$ cat config.mk
export PLATFORM = sky130hd
export DESIGN_NAME = fetch_linebuf
export DESIGN_NICKNAME = d
export VERILOG_FILES = /design/src/rtl/ffb_pkg.sv /design/src/rtl/ffb_line_store.sv /design/src/rtl/ffb_tag_cmp.sv /design/src/rtl/fetch_linebuf.sv
export SDC_FILE = /design/constraint.sdc
export NUM_CORES = 1
export LEC_CHECK = 0
export CORE_MARGIN = 8
export CORE_UTILIZATION = 57
export CTS_BUF_LIST = sky130_fd_sc_hd__clkbuf_8 sky130_fd_sc_hd__clkbuf_16
export CTS_CLUSTER_DIAMETER = 150
export DETAILED_ROUTE_END_ITERATION = 10
export DONT_BUFFER_PORTS = 1
export PLACE_DENSITY = 0.73
export RECOVER_POWER = 25
export SLEW_MARGIN = 20
export SYNTH_ARGS = -nofsm -noshare
export SYNTH_HDL_FRONTEND = slang
export SYNTH_SLANG_ARGS = --single-unit
$ cat constraint.sdc
create_clock -name clk -period 3.61 [get_ports clk]
set_input_delay 0.1805 -clock clk [delete_from_list [all_inputs] [get_ports clk]]
set_output_delay 0.1805 -clock clk [all_outputs]
set_load 0.005 [all_outputs]
$ cat src/rtl/ffb_pkg.sv
package ffb_pkg;

    typedef enum logic [1:0] {
        POL_CACHE  = 2'b00,
        POL_DIRECT = 2'b01,
        POL_PREF   = 2'b10,
        POL_BAD    = 2'b11
    } pol_e;

    localparam int SLOTS = 2;

endpackage

$ cat src/rtl/ffb_line_store.sv
module ffb_line_store #(
    parameter int WORDS = 16,
    parameter int DW    = 32
) (
    input  logic                     clk,
    input  logic                     we,
    input  logic [$clog2(WORDS)-1:0] widx,
    input  logic [DW-1:0]            wdata,
    input  logic [$clog2(WORDS)-1:0] ridx,
    output logic [DW-1:0]            rdata
);
    logic [DW-1:0] mem [WORDS];

    always_ff @(posedge clk) begin
        if (we) mem[widx] <= wdata;
    end

    assign rdata = mem[ridx];
endmodule

$ cat src/rtl/ffb_tag_cmp.sv
module ffb_tag_cmp #(
    parameter int TW = 18
) (
    input  logic          valid,
    input  logic [TW-1:0] held_tag,
    input  logic [TW-1:0] req_tag,
    output logic          hit
);
    assign hit = valid && (held_tag == req_tag);
endmodule

$ cat src/rtl/fetch_linebuf.sv
module fetch_linebuf #(
    parameter int AW         = 24,
    parameter int DW         = 32,
    parameter int LINE_BYTES = 64
) (
    input  logic          clk,
    input  logic          rst_n,
    input  logic [1:0]    pol,
    output logic          pol_err,
    input  logic          host_req,
    input  logic [AW-1:0] host_addr,
    output logic          host_rdy,
    output logic [DW-1:0] host_data,
    output logic          fl_req,
    output logic          fl_line,
    output logic [AW-1:0] fl_addr,
    input  logic          fl_vld,
    input  logic [DW-1:0] fl_data
);
    import ffb_pkg::*;

    localparam int WB   = DW / 8;
    localparam int WPL  = LINE_BYTES / WB;
    localparam int OFFW = $clog2(LINE_BYTES);
    localparam int BW   = $clog2(WB);
    localparam int WIW  = $clog2(WPL);
    localparam int TW   = AW - OFFW;

    typedef struct packed {
        logic [SLOTS-1:0]         vld;
        logic [SLOTS-1:0][TW-1:0] tag;
        logic                     cur;
        logic                     busy;
        logic                     f_line;
        logic                     f_slot;
        logic                     f_pf;
        logic [WIW-1:0]           f_cnt;
        logic [TW-1:0]            f_tag;
        logic                     pf_want;
        logic [TW-1:0]            pf_tag;
        logic                     rdy;
        logic [DW-1:0]            data;
        logic                     freq;
        logic                     fline;
        logic [AW-1:0]            faddr;
    } st_t;

    st_t st_d, st_q;

    logic [TW-1:0]  req_tag;
    logic [WIW-1:0] req_widx;
    logic [SLOTS-1:0] hit;
    logic [DW-1:0]  rd [SLOTS];
    logic           cache_on, pref_on;

    assign req_tag  = host_addr[AW-1:OFFW];
    assign req_widx = host_addr[OFFW-1:BW];
    assign cache_on = (pol_e'(pol) != POL_DIRECT);
    assign pref_on  = (pol_e'(pol) == POL_PREF);

    for (genvar s = 0; s < SLOTS; s++) begin : g_slot
        ffb_line_store #(.WORDS(WPL), .DW(DW)) store_i (
            .clk   (clk),
            .we    (st_q.busy && st_q.f_line && fl_vld && (st_q.f_slot == 1'(s))),
            .widx  (st_q.f_cnt),
            .wdata (fl_data),
            .ridx  (req_widx),
            .rdata (rd[s])
        );
        ffb_tag_cmp #(.TW(TW)) cmp_i (
            .valid    (st_q.vld[s] && cache_on),
            .held_tag (st_q.tag[s]),
            .req_tag  (req_tag),
            .hit      (hit[s])
        );
    end

    always_comb begin
        logic host_act;
        logic alt;
        st_d      = st_q;
        st_d.rdy  = 1'b0;
        st_d.freq = 1'b0;
        host_act  = 1'b0;
        alt       = ~st_q.cur;

        // fill progress
        if (st_q.busy && fl_vld) begin
            if (!st_q.f_line) begin
                st_d.busy = 1'b0;
                st_d.rdy  = 1'b1;
                st_d.data = fl_data;
            end else begin
                st_d.f_cnt = st_q.f_cnt + 1'b1;
                if (st_q.f_cnt == WIW'(WPL - 1)) begin
                    st_d.busy               = 1'b0;
                    st_d.vld[st_q.f_slot]   = cache_on;
                    st_d.tag[st_q.f_slot]   = st_q.f_tag;
                    if (!st_q.f_pf) begin
                        st_d.pf_want = 1'b1;
                        st_d.pf_tag  = st_q.f_tag + 1'b1;
                    end
                end
            end
        end

        // host side
        if (host_req && !st_q.rdy) begin
            if (!cache_on) begin
                if (!st_q.busy) begin
                    host_act    = 1'b1;
                    st_d.freq   = 1'b1;
                    st_d.fline  = 1'b0;
                    st_d.faddr  = {host_addr[AW-1:BW], {BW{1'b0}}};
                    st_d.busy   = 1'b1;
                    st_d.f_line = 1'b0;
                end
            end else if (!(st_q.busy && !st_q.f_line)) begin
                if (hit[st_q.cur]) begin
                    host_act  = 1'b1;
                    st_d.rdy  = 1'b1;
                    st_d.data = rd[st_q.cur];
                end else if (hit[alt]) begin
                    host_act     = 1'b1;
                    st_d.rdy     = 1'b1;
                    st_d.data    = rd[alt];
                    st_d.cur     = alt;
                    st_d.pf_want = 1'b1;
                    st_d.pf_tag  = req_tag + 1'b1;
                end else if (!st_q.busy) begin
                    host_act            = 1'b1;
                    st_d.freq           = 1'b1;
                    st_d.fline          = 1'b1;
                    st_d.faddr          = {req_tag, {OFFW{1'b0}}};
                    st_d.busy           = 1'b1;
                    st_d.f_line         = 1'b1;
                    st_d.f_slot         = st_q.cur;
                    st_d.f_pf           = 1'b0;
                    st_d.f_cnt          = '0;
                    st_d.f_tag          = req_tag;
                    st_d.vld[st_q.cur]  = 1'b0;
                end
            end
        end

        // background next-line fill
        if (!host_act && !st_q.busy && st_q.pf_want && pref_on) begin
            st_d.pf_want = 1'b0;
            if (!(st_q.vld[alt] && st_q.tag[alt] == st_q.pf_tag)) begin
                st_d.freq      = 1'b1;
                st_d.fline     = 1'b1;
                st_d.faddr     = {st_q.pf_tag, {OFFW{1'b0}}};
                st_d.busy      = 1'b1;
                st_d.f_line    = 1'b1;
                st_d.f_slot    = alt;
                st_d.f_pf      = 1'b1;
                st_d.f_cnt     = '0;
                st_d.f_tag     = st_q.pf_tag;
                st_d.vld[alt]  = 1'b0;
            end
        end

        if (!pref_on) st_d.pf_want = 1'b0;
        if (!cache_on) st_d.vld = '0;
    end

    always_ff @(posedge clk or negedge rst_n) begin
        if (!rst_n) st_q <= '0;
        else        st_q <= st_d;
    end

    assign pol_err   = (pol_e'(pol) == POL_BAD);
    assign host_rdy  = st_q.rdy;
    assign host_data = st_q.data;
    assign fl_req    = st_q.freq;
    assign fl_line   = st_q.fline;
    assign fl_addr   = st_q.faddr;
endmodule

==> flow_metrics.py, run 1 <==
metrics = {
    "grt": {
        "grt_usage_pct": 23.8,
        "grt_start_max_net_pins": 258,
        "antenna_found_initial": 5,
        "met1_usage_pct": 32.7,
        "top_usage_layer": "met2",
        "grt_pass1_wl_mm": 163,
        "grt_pass1_vias": 24000,
        "overflow": 0,
        "grtUsageMet2_pct": 39.0,
        "gr-usage-met3_pct": 5.13,
    },
    "power": {
        "swShare_pct": 23.2,
        "p_comb_share_pct": 7.7,
        "p_int_mw": 22.7,
        "power_density_nw_per_um2": 565,
        "leakagePower_nw": 17.9,
        "vdd_drop_max_uv": 438,
        "power_mw": 29.6,
        "clkPwrFrac_pct": 37.6,
        "p_seq_share_pct": 54.6,
        "p_switching_mw": 6.87,
    },
    "clock_network": {
        "cts_buffer_depth": 3,
        "clk_latency_ns": 0.68,
        "clockRootBuffer": "clkbuf_16",
        "cts_made_buffers": 111,
        "cts_resized": 0,
        "cts.clk_slew.worst_paths_ns": 0.06,
        "cts.htree.levels": 3,
        "clock-sinks": 1167,
        "cts_tree": "yes",
    },
    "floorplanning": {
        "initial_core_util_pct": 57.5,
        "core_area_um2": 82000,
        "rows": 105,
        "die_w_um": 304,
        "io-pin-count": 122,
        "die_h_um": 304,
        "dieArea_um2": 92200,
    },
    "sta": {
        "slew_viol_final": 144,
        "max_freq_ghz": 0.334,
        "rsz0062_at_grt": "false",
        "final_hold_viol_count": 0,
        "worst_pin_slew_ns": 2.48,
        "fin_tns_setup_ns": 0,
        "finalCriticalPeriod_ns": 2.99,
        "fin_skew_ns": 0.0350,
        "relSlewSlack_pct": -65.3,
        "post-route-period-util_pct": 82.9,
        "setup_violations": 0,
    },
    "critical_path": {
        "worstPathRequired_ns": 4.20,
        "critPathLaunchType": "register",
        "cp_max_fo": 40,
        "arrival_ns": 3.58,
        "crit_type": "register to register",
        "cp-end-kind": "register",
    },
    "logic_synthesis": {
        "ys_seq_elements": 1167,
        "synth_enable_flop_cells": 1024,
        "synth_nets": 2409,
        "synth.distinct_cells": 53,
        "yosysSeqAreaShare_pct": 72.8,
        "synth.avg_cell_area_um2": 20.1,
        "synth_commonest_cells": "edfxtp_1 (1,024), mux4_2 (320), dfrtp_1 (143)",
        "syn_area_um2": 47200,
        "yosysTopAreaCellShare_pct": 65.2,
        "synth-main-ff-cell": "edfxtp_1",
        "synth.most_common_cell": "edfxtp_1",
        "ys_top_cells_by_area": "edfxtp_1 (65%), mux4_2 (15%), dfrtp_1 (7.6%)",
        "syn_inst": 2341,
        "synth_async_sr_flop_share_pct": 12.3,
        "ys_warn_count": 0,
        "yosys.area.top_type": "edfxtp_1",
    },
    "placed_design": {
        "io_buffers": 0,
        "place.gp.congestion": 0.833,
        "placed_area_um2": 48300,
        "hpwl_mm": 58.0,
    },
    "routing": {
        "drc": 0,
        "routed_via_density": 6.50,
        "first_pass_iters": 5,
        "wl_per_cell_um": 31.1,
        "num_vias": 23100,
        "drtIter0Drc": 2523,
        "antenna_left": 0,
        "routed_wl_mm": 111,
    },
    "run": {
        "maxCapViolCount": 1,
    },
    "outcome": {
        "status": "finished with violations",
        "violations": "capacitance limit, slew limit",
    },
    "cells_and_area": {
        "finalInstanceArea_um2": 52400,
        "fillers": 5409,
        "nets": 2459,
        "area_growth_pct": 11.2,
        "drive_above_1_share_pct": 24.9,
    },
    "min_path": {
        "hold_path.class": "input port to register",
    },
}
[kinds of logic (layout without fill, tap and decap cells)]
logic type / Yosys count / count (layout) / share of synthesized area (%)
XOR/XNOR: 86 / 86 / 1.63
AND/OR/NAND/NOR: 213 / 213 / 2.29
AO/OA/AOI/OAI: 146 / 146 / 1.99
multiplexers: 462 / 462 / 18.4
adder cells (fa/ha/maj): 6 / 6 / 0.159
flip-flops: 1167 / 1167 / 72.8
buffers and inverters: 261 / 408 / 2.77
other: 0 / 5 / 0
[worst paths after layout]
path,to,startpoint,cells past startpoint,slack [ns]
worst max-delay path,fl_addr[15],st_q[104],9,0.62
worst min-delay path,host_data[6],host_addr[4],4,0.03
worst max register to register,fl_addr[15],st_q[104],9,0.62
worst min register to register,st_q[100],st_q[100],2,0.52
max in group asynchronous,st_q[98],rst_n,2,1.14
min in group asynchronous,host_data[11],rst_n,2,0.66
[power by group through the flow]
stage | registers (mW) | logic [mW] | clock network, mW
2_1_floorplan | 16.0 | 2.17 | 0
3_5_place_dp | 16.5 | 2.00 | 0
6_report | 16.2 | 2.30 | 11.1
4_1_cts | 16.2 | 2.29 | 11.3
3_3_place_gp | 16.4 | 1.93 | 0
5_1_grt | 16.3 | 2.45 | 11.8
[stage by stage]
step | instances | worst slack, ns | util (%) | hold slack, ns
final | 3563 | 0.619 | 64.0 | 0.0252
after global routing | 3559 | 0.458 | 63.9 | 0.0150
after CTS | 3558 | 0.696 | 64.1 | 0.00143
after detailed placement | 3282 | 0.663 | 58.9 | -0.0984
after global placement | 3282 | 0.844 | 58.9 | -0.100
after floorplan | 2341 | 0.118 | - | -0.115
[layout by cell type (no fill, tap or decap), drive strengths merged, types with 46 or more instances in the layout]
master and count:
nand2 48, inv 105, clkinv 51, clkbuf 129
xnor2 46, mux2i 104, dlygate4sd3 55, buf 60
mux4 320, edfxtp 1024, dfrtp 143, nor2 50
[what timing repair did]
item / in CTS / in global routing
setup buffers: 0 / 0
hold buffers: 66 / 0
setup endpoints to repair: 0 / 0
hold endpoints to repair: 1264 / 0
[critical path, stage by stage, from the launching register on]
cell       delay, ns
dfrtp_1         0.36
buf_4           0.32
mux2i_1         0.26
xnor2_1         0.09
a2111oi_0       0.52
nand4_1         0.28
o21bai_4        0.36
buf_4           0.41
nor2_1          0.10
a21oi_1         0.16
[metal layers]
layer  part of all wire [%]  up-vias
li1                       -     9542
met5                      0        -
met3                    8.9      193
met2                     49     1023
met1                     39    12400
met4                    2.4        0
[final cells by class]
class	count	area, um2	share of cell area (%)
Sequential cell	1167	34300	65.5
Antenna cell	5	12.5	0.0239
Tap cell	1070	1340	2.55
Inverter	72	270	0.515
Multi-Input combinational cell	913	11700	22.3
Clock inverter	92	626	1.19
Timing Repair Buffer	126	1260	2.40
Clock buffer	118	2890	5.50
[state kept, by name (all words and copies together), names as in the netlist, named ones only]
signal	count
g_slot.store_i.mem	1024
fl_addr	24
st_q	48
host_rdy	1
host_data	32
fl_req	1
fl_line	1
(Power assumes the default switching activity.)
==> run 2: changes to the inputs <==
Settings changed: ABC_AREA from default to 1.
Clock period 3.61 ns to 2.5 ns, I/O delays scaled along.
==> run 2 against run 1 <==
Against the previous run:
- the flow finishes with violations (hold timing, capacitance limit, slew limit, setup timing)
- critical endpoint is now host_data[12]
- critical path type is now input port to register
- combinational power rose by 110%
- highest routed layer is now met5
- clock-buffer cell count grew 7
- critical path depth increased by 2
- synthesized cell count is 82% higher
- non-clock buffer count is 85 higher
- largest power group unchanged
==> flow_metrics.py, run 2 <==
metrics = {
    "outcome": {
        "status": "finished with violations",
        "violations": "hold timing, capacitance limit, slew limit, setup timing",
    },
    "logic_synthesis": {
        "synth.avg_cell_area_um2": 11.6,
        "synth_commonest_cells": "edfxtp_1 (1,024), o21ai_0 (683), nor2_1 (671)",
        "synth.distinct_cells": 47,
        "syn_inst": 4263,
        "yosysSeqAreaShare_pct": 69.4,
        "synth_enable_flop_cells": 1024,
        "yosys.area.top_type": "edfxtp_1",
        "ys_seq_elements": 1167,
        "synth_async_sr_flop_share_pct": 12.3,
        "ys_warn_count": 0,
        "synth_nets": 4331,
        "yosysTopAreaCellShare_pct": 62.2,
        "synth-main-ff-cell": "edfxtp_1",
        "ys_top_cells_by_area": "edfxtp_1 (62%), dfrtp_1 (7.2%), o21ai_0 (6.9%)",
        "synth.most_common_cell": "edfxtp_1",
        "syn_area_um2": 49400,
    },
    "sta": {
        "worst_pin_slew_ns": 1.58,
        "post-route-period-util_pct": 109,
        "setup_ws_ns": -0.224,
        "setup_violations": 1,
        "rsz0062_at_grt": "false",
        "relSlewSlack_pct": -5.47,
        "fin_skew_ns": 0.0303,
        "max_freq_ghz": 0.367,
        "final_hold_viol_count": 143,
        "finalCriticalPeriod_ns": 2.72,
        "slew_viol_final": 136,
        "finalHoldWorstSlack_ns": -0.838,
    },
    "clock_network": {
        "clock-sinks": 1167,
        "post_cts_buffers": 0,
        "cts_tree": "yes",
        "clk_latency_ns": 0.69,
        "cts_buffer_depth": 3,
        "clockRootBuffer": "clkbuf_16",
        "cts.clk_slew.worst_paths_ns": 0.06,
        "cts_made_buffers": 113,
        "cts.htree.levels": 3,
    },
    "critical_path": {
        "arrival_ns": 3.34,
        "worstPathCellList": "inv_8 -> buf_12 -> o21ai_0 -> o221ai_1 -> o211ai_1 -> nand2_1 -> dlygate4sd3_1 -> nand3_1 -> nand2_1 -> nand2_1 -> o21ai_1",
        "cp-end-kind": "register",
        "reg2reg_to": "host_data[11]",
        "r2r_setup_slack_ns": 0.10,
        "critPathLaunchType": "input port",
        "cpMostUsedCell": "nand2_1",
        "crit_type": "input port to register",
        "reg2reg_depth": 9,
        "critPathCapture": "host_data[12]",
        "crit_path_start": "host_addr[2]",
        "cpMaxStageDelayCell": "inv_8",
        "max_stage_delay_ns": 0.73,
        "cp_max_fo": 513,
        "worstPathRequired_ns": 3.12,
    },
    "floorplanning": {
        "io-pin-count": 122,
        "die_w_um": 311,
        "rows": 108,
        "initial_core_util_pct": 57.3,
        "die_h_um": 311,
        "core_area_um2": 86300,
        "dieArea_um2": 96400,
    },
    "run": {
        "maxCapViolCount": 5,
    },
    "power": {
        "swShare_pct": 25.7,
        "power_density_nw_per_um2": 809,
        "leakagePower_nw": 19.7,
        "p_seq_share_pct": 52.1,
        "p_comb_share_pct": 10.7,
        "vdd_drop_max_uv": 664,
        "clkPwrFrac_pct": 37.2,
        "p_int_mw": 33.3,
        "p_switching_mw": 11.5,
    },
    "cells_and_area": {
        "drive_above_1_share_pct": 8.93,
        "layout_common_cells": "edfxtp_1 (1,024), o21ai_0 (681), nor2_1 (646)",
        "area_growth_pct": 12.0,
        "largest_reg_flops": 1024,
        "final_util_pct": 64.2,
        "regMostFlops": "g_slot.store_i.mem",
        "nets": 4326,
        "final_common_cell": "edfxtp_1",
    },
    "min_path": {
        "hold_path.class": "input port to asynchronous set/reset pin",
    },
    "placed_design": {
        "io_buffers": 0,
        "hpwl_mm": 73.9,
        "dp_slack_ns": 0.162,
        "place.gp.congestion": 0.897,
    },
    "grt": {
        "antenna_found_initial": 2,
        "grt_usage_pct": 27.2,
        "overflow": 0,
        "grt_pass1_vias": 32800,
        "grt_start_max_net_pins": 514,
        "grt_pass1_wl_mm": 203,
    },
    "routing": {
        "num_vias": 34200,
        "wl_per_cell_um": 24.6,
        "antenna_left": 0,
        "routed_wl_mm": 136,
        "dr_wl_met3_mm": 15.0,
        "first_pass_iters": 6,
        "drtIter0Drc": 4243,
        "route.met2.wl_mm": 63.3,
        "routed_via_density": 6.21,
        "wl_met1_mm": 52.2,
        "drc": 0,
        "top_layer": "met5",
    },
}
run 2: changes by cell type in the layout (fill, tap and decap cells not counted), moves of 62 or more:
cell      delta
inv_1       +62
o221ai_1   +111
nand3_1    +122
mux2i_1     -81
o211ai_1    +62
o21ai_0    +659
o22ai_1     +89
nand2_1    +529
mux4_2     -320
nor2_1     +608
run 2: final cells by class:
cell class | instances | area (um2)
clock inverters | 86 | 632
well taps | 1155 | 1450
flip-flops and latches | 1167 | 34300
multi-input cells | 2622 | 13300
inverters | 143 | 556
clock buffers | 125 | 3000
diodes | 1 | 2.50
repair buffers | 211 | 2180
fillers | 6258 | 31000
run 2: logic make-up after synthesis:
family | synth area share (%)
mux | 0.898
compound gates | 12.4
buf+inv | 4.33
fa+ha+maj | 0.152
simple gates | 12.0
xor+xnor | 0.868
flops | 69.4
run 2: worst min path at each step:
stage	start	to	slack [ns]	cells past startpoint
3_5_place_dp	rst_n	fl_req	-0.17	0
5_1_grt	rst_n	asynchronous set/reset pin	-0.86	0
3_3_place_gp	rst_n	fl_addr[1]	-0.17	0
6_report	rst_n	asynchronous set/reset pin	-0.84	0
2_1_floorplan	rst_n	asynchronous set/reset pin	-0.17	0
4_1_cts	rst_n	st_q[102]	-0.88	0
run 2: metal layers:
| layer | GRT usage [%] | up-vias |
|---|---|---|
| li1 | - | 15300 |
| met1 | 36.9 | 16800 |
| met2 | 43.0 | 1905 |
| met3 | 5.68 | 306 |
| met4 | 11.0 | 2 |
| met5 | 0 | - |
run 2: what timing repair did:
action	4_1_cts	5_1_grt
gates resized for setup	0	7
hold endpoints to repair	1268	517
setup endpoints to repair	0	38
hold buffers	73	18
run 2: through the flow:
step / hold slack [ns] / area [um2] / instances / TNS [ns] / total power [mW]
after CTS: -0.882 / 55400 / 5491 / 0 / 44.8
after detailed placement: -0.166 / 51000 / 5207 / 0 / 28.0
after global routing: -0.861 / 55400 / 5510 / 0 / 46.2
after global placement: -0.166 / 51000 / 5207 / 0 / 27.8
after floorplan: -0.171 / 49500 / 4263 / -280.11 / 26.9
final: -0.838 / 55400 / 5510 / -0.224 / 44.8
run 2: power groups by stage:
stage               registers [mW]  logic [mW]  clock network (mW)
global route                  23.4        5.28                17.5
global placement              23.7        4.11                   0
floorplan                     23.1        3.77                   0
CTS                           23.3        4.72                16.7
detailed placement            23.7        4.24                   0
finish                        23.3        4.79                16.7
run 2: critical path, delay by kind of cell:
family / cells / cell delay (ns)
buf+inv: 3 / 1.60
compound gates: 4 / 0.57
simple gates: 4 / 0.34
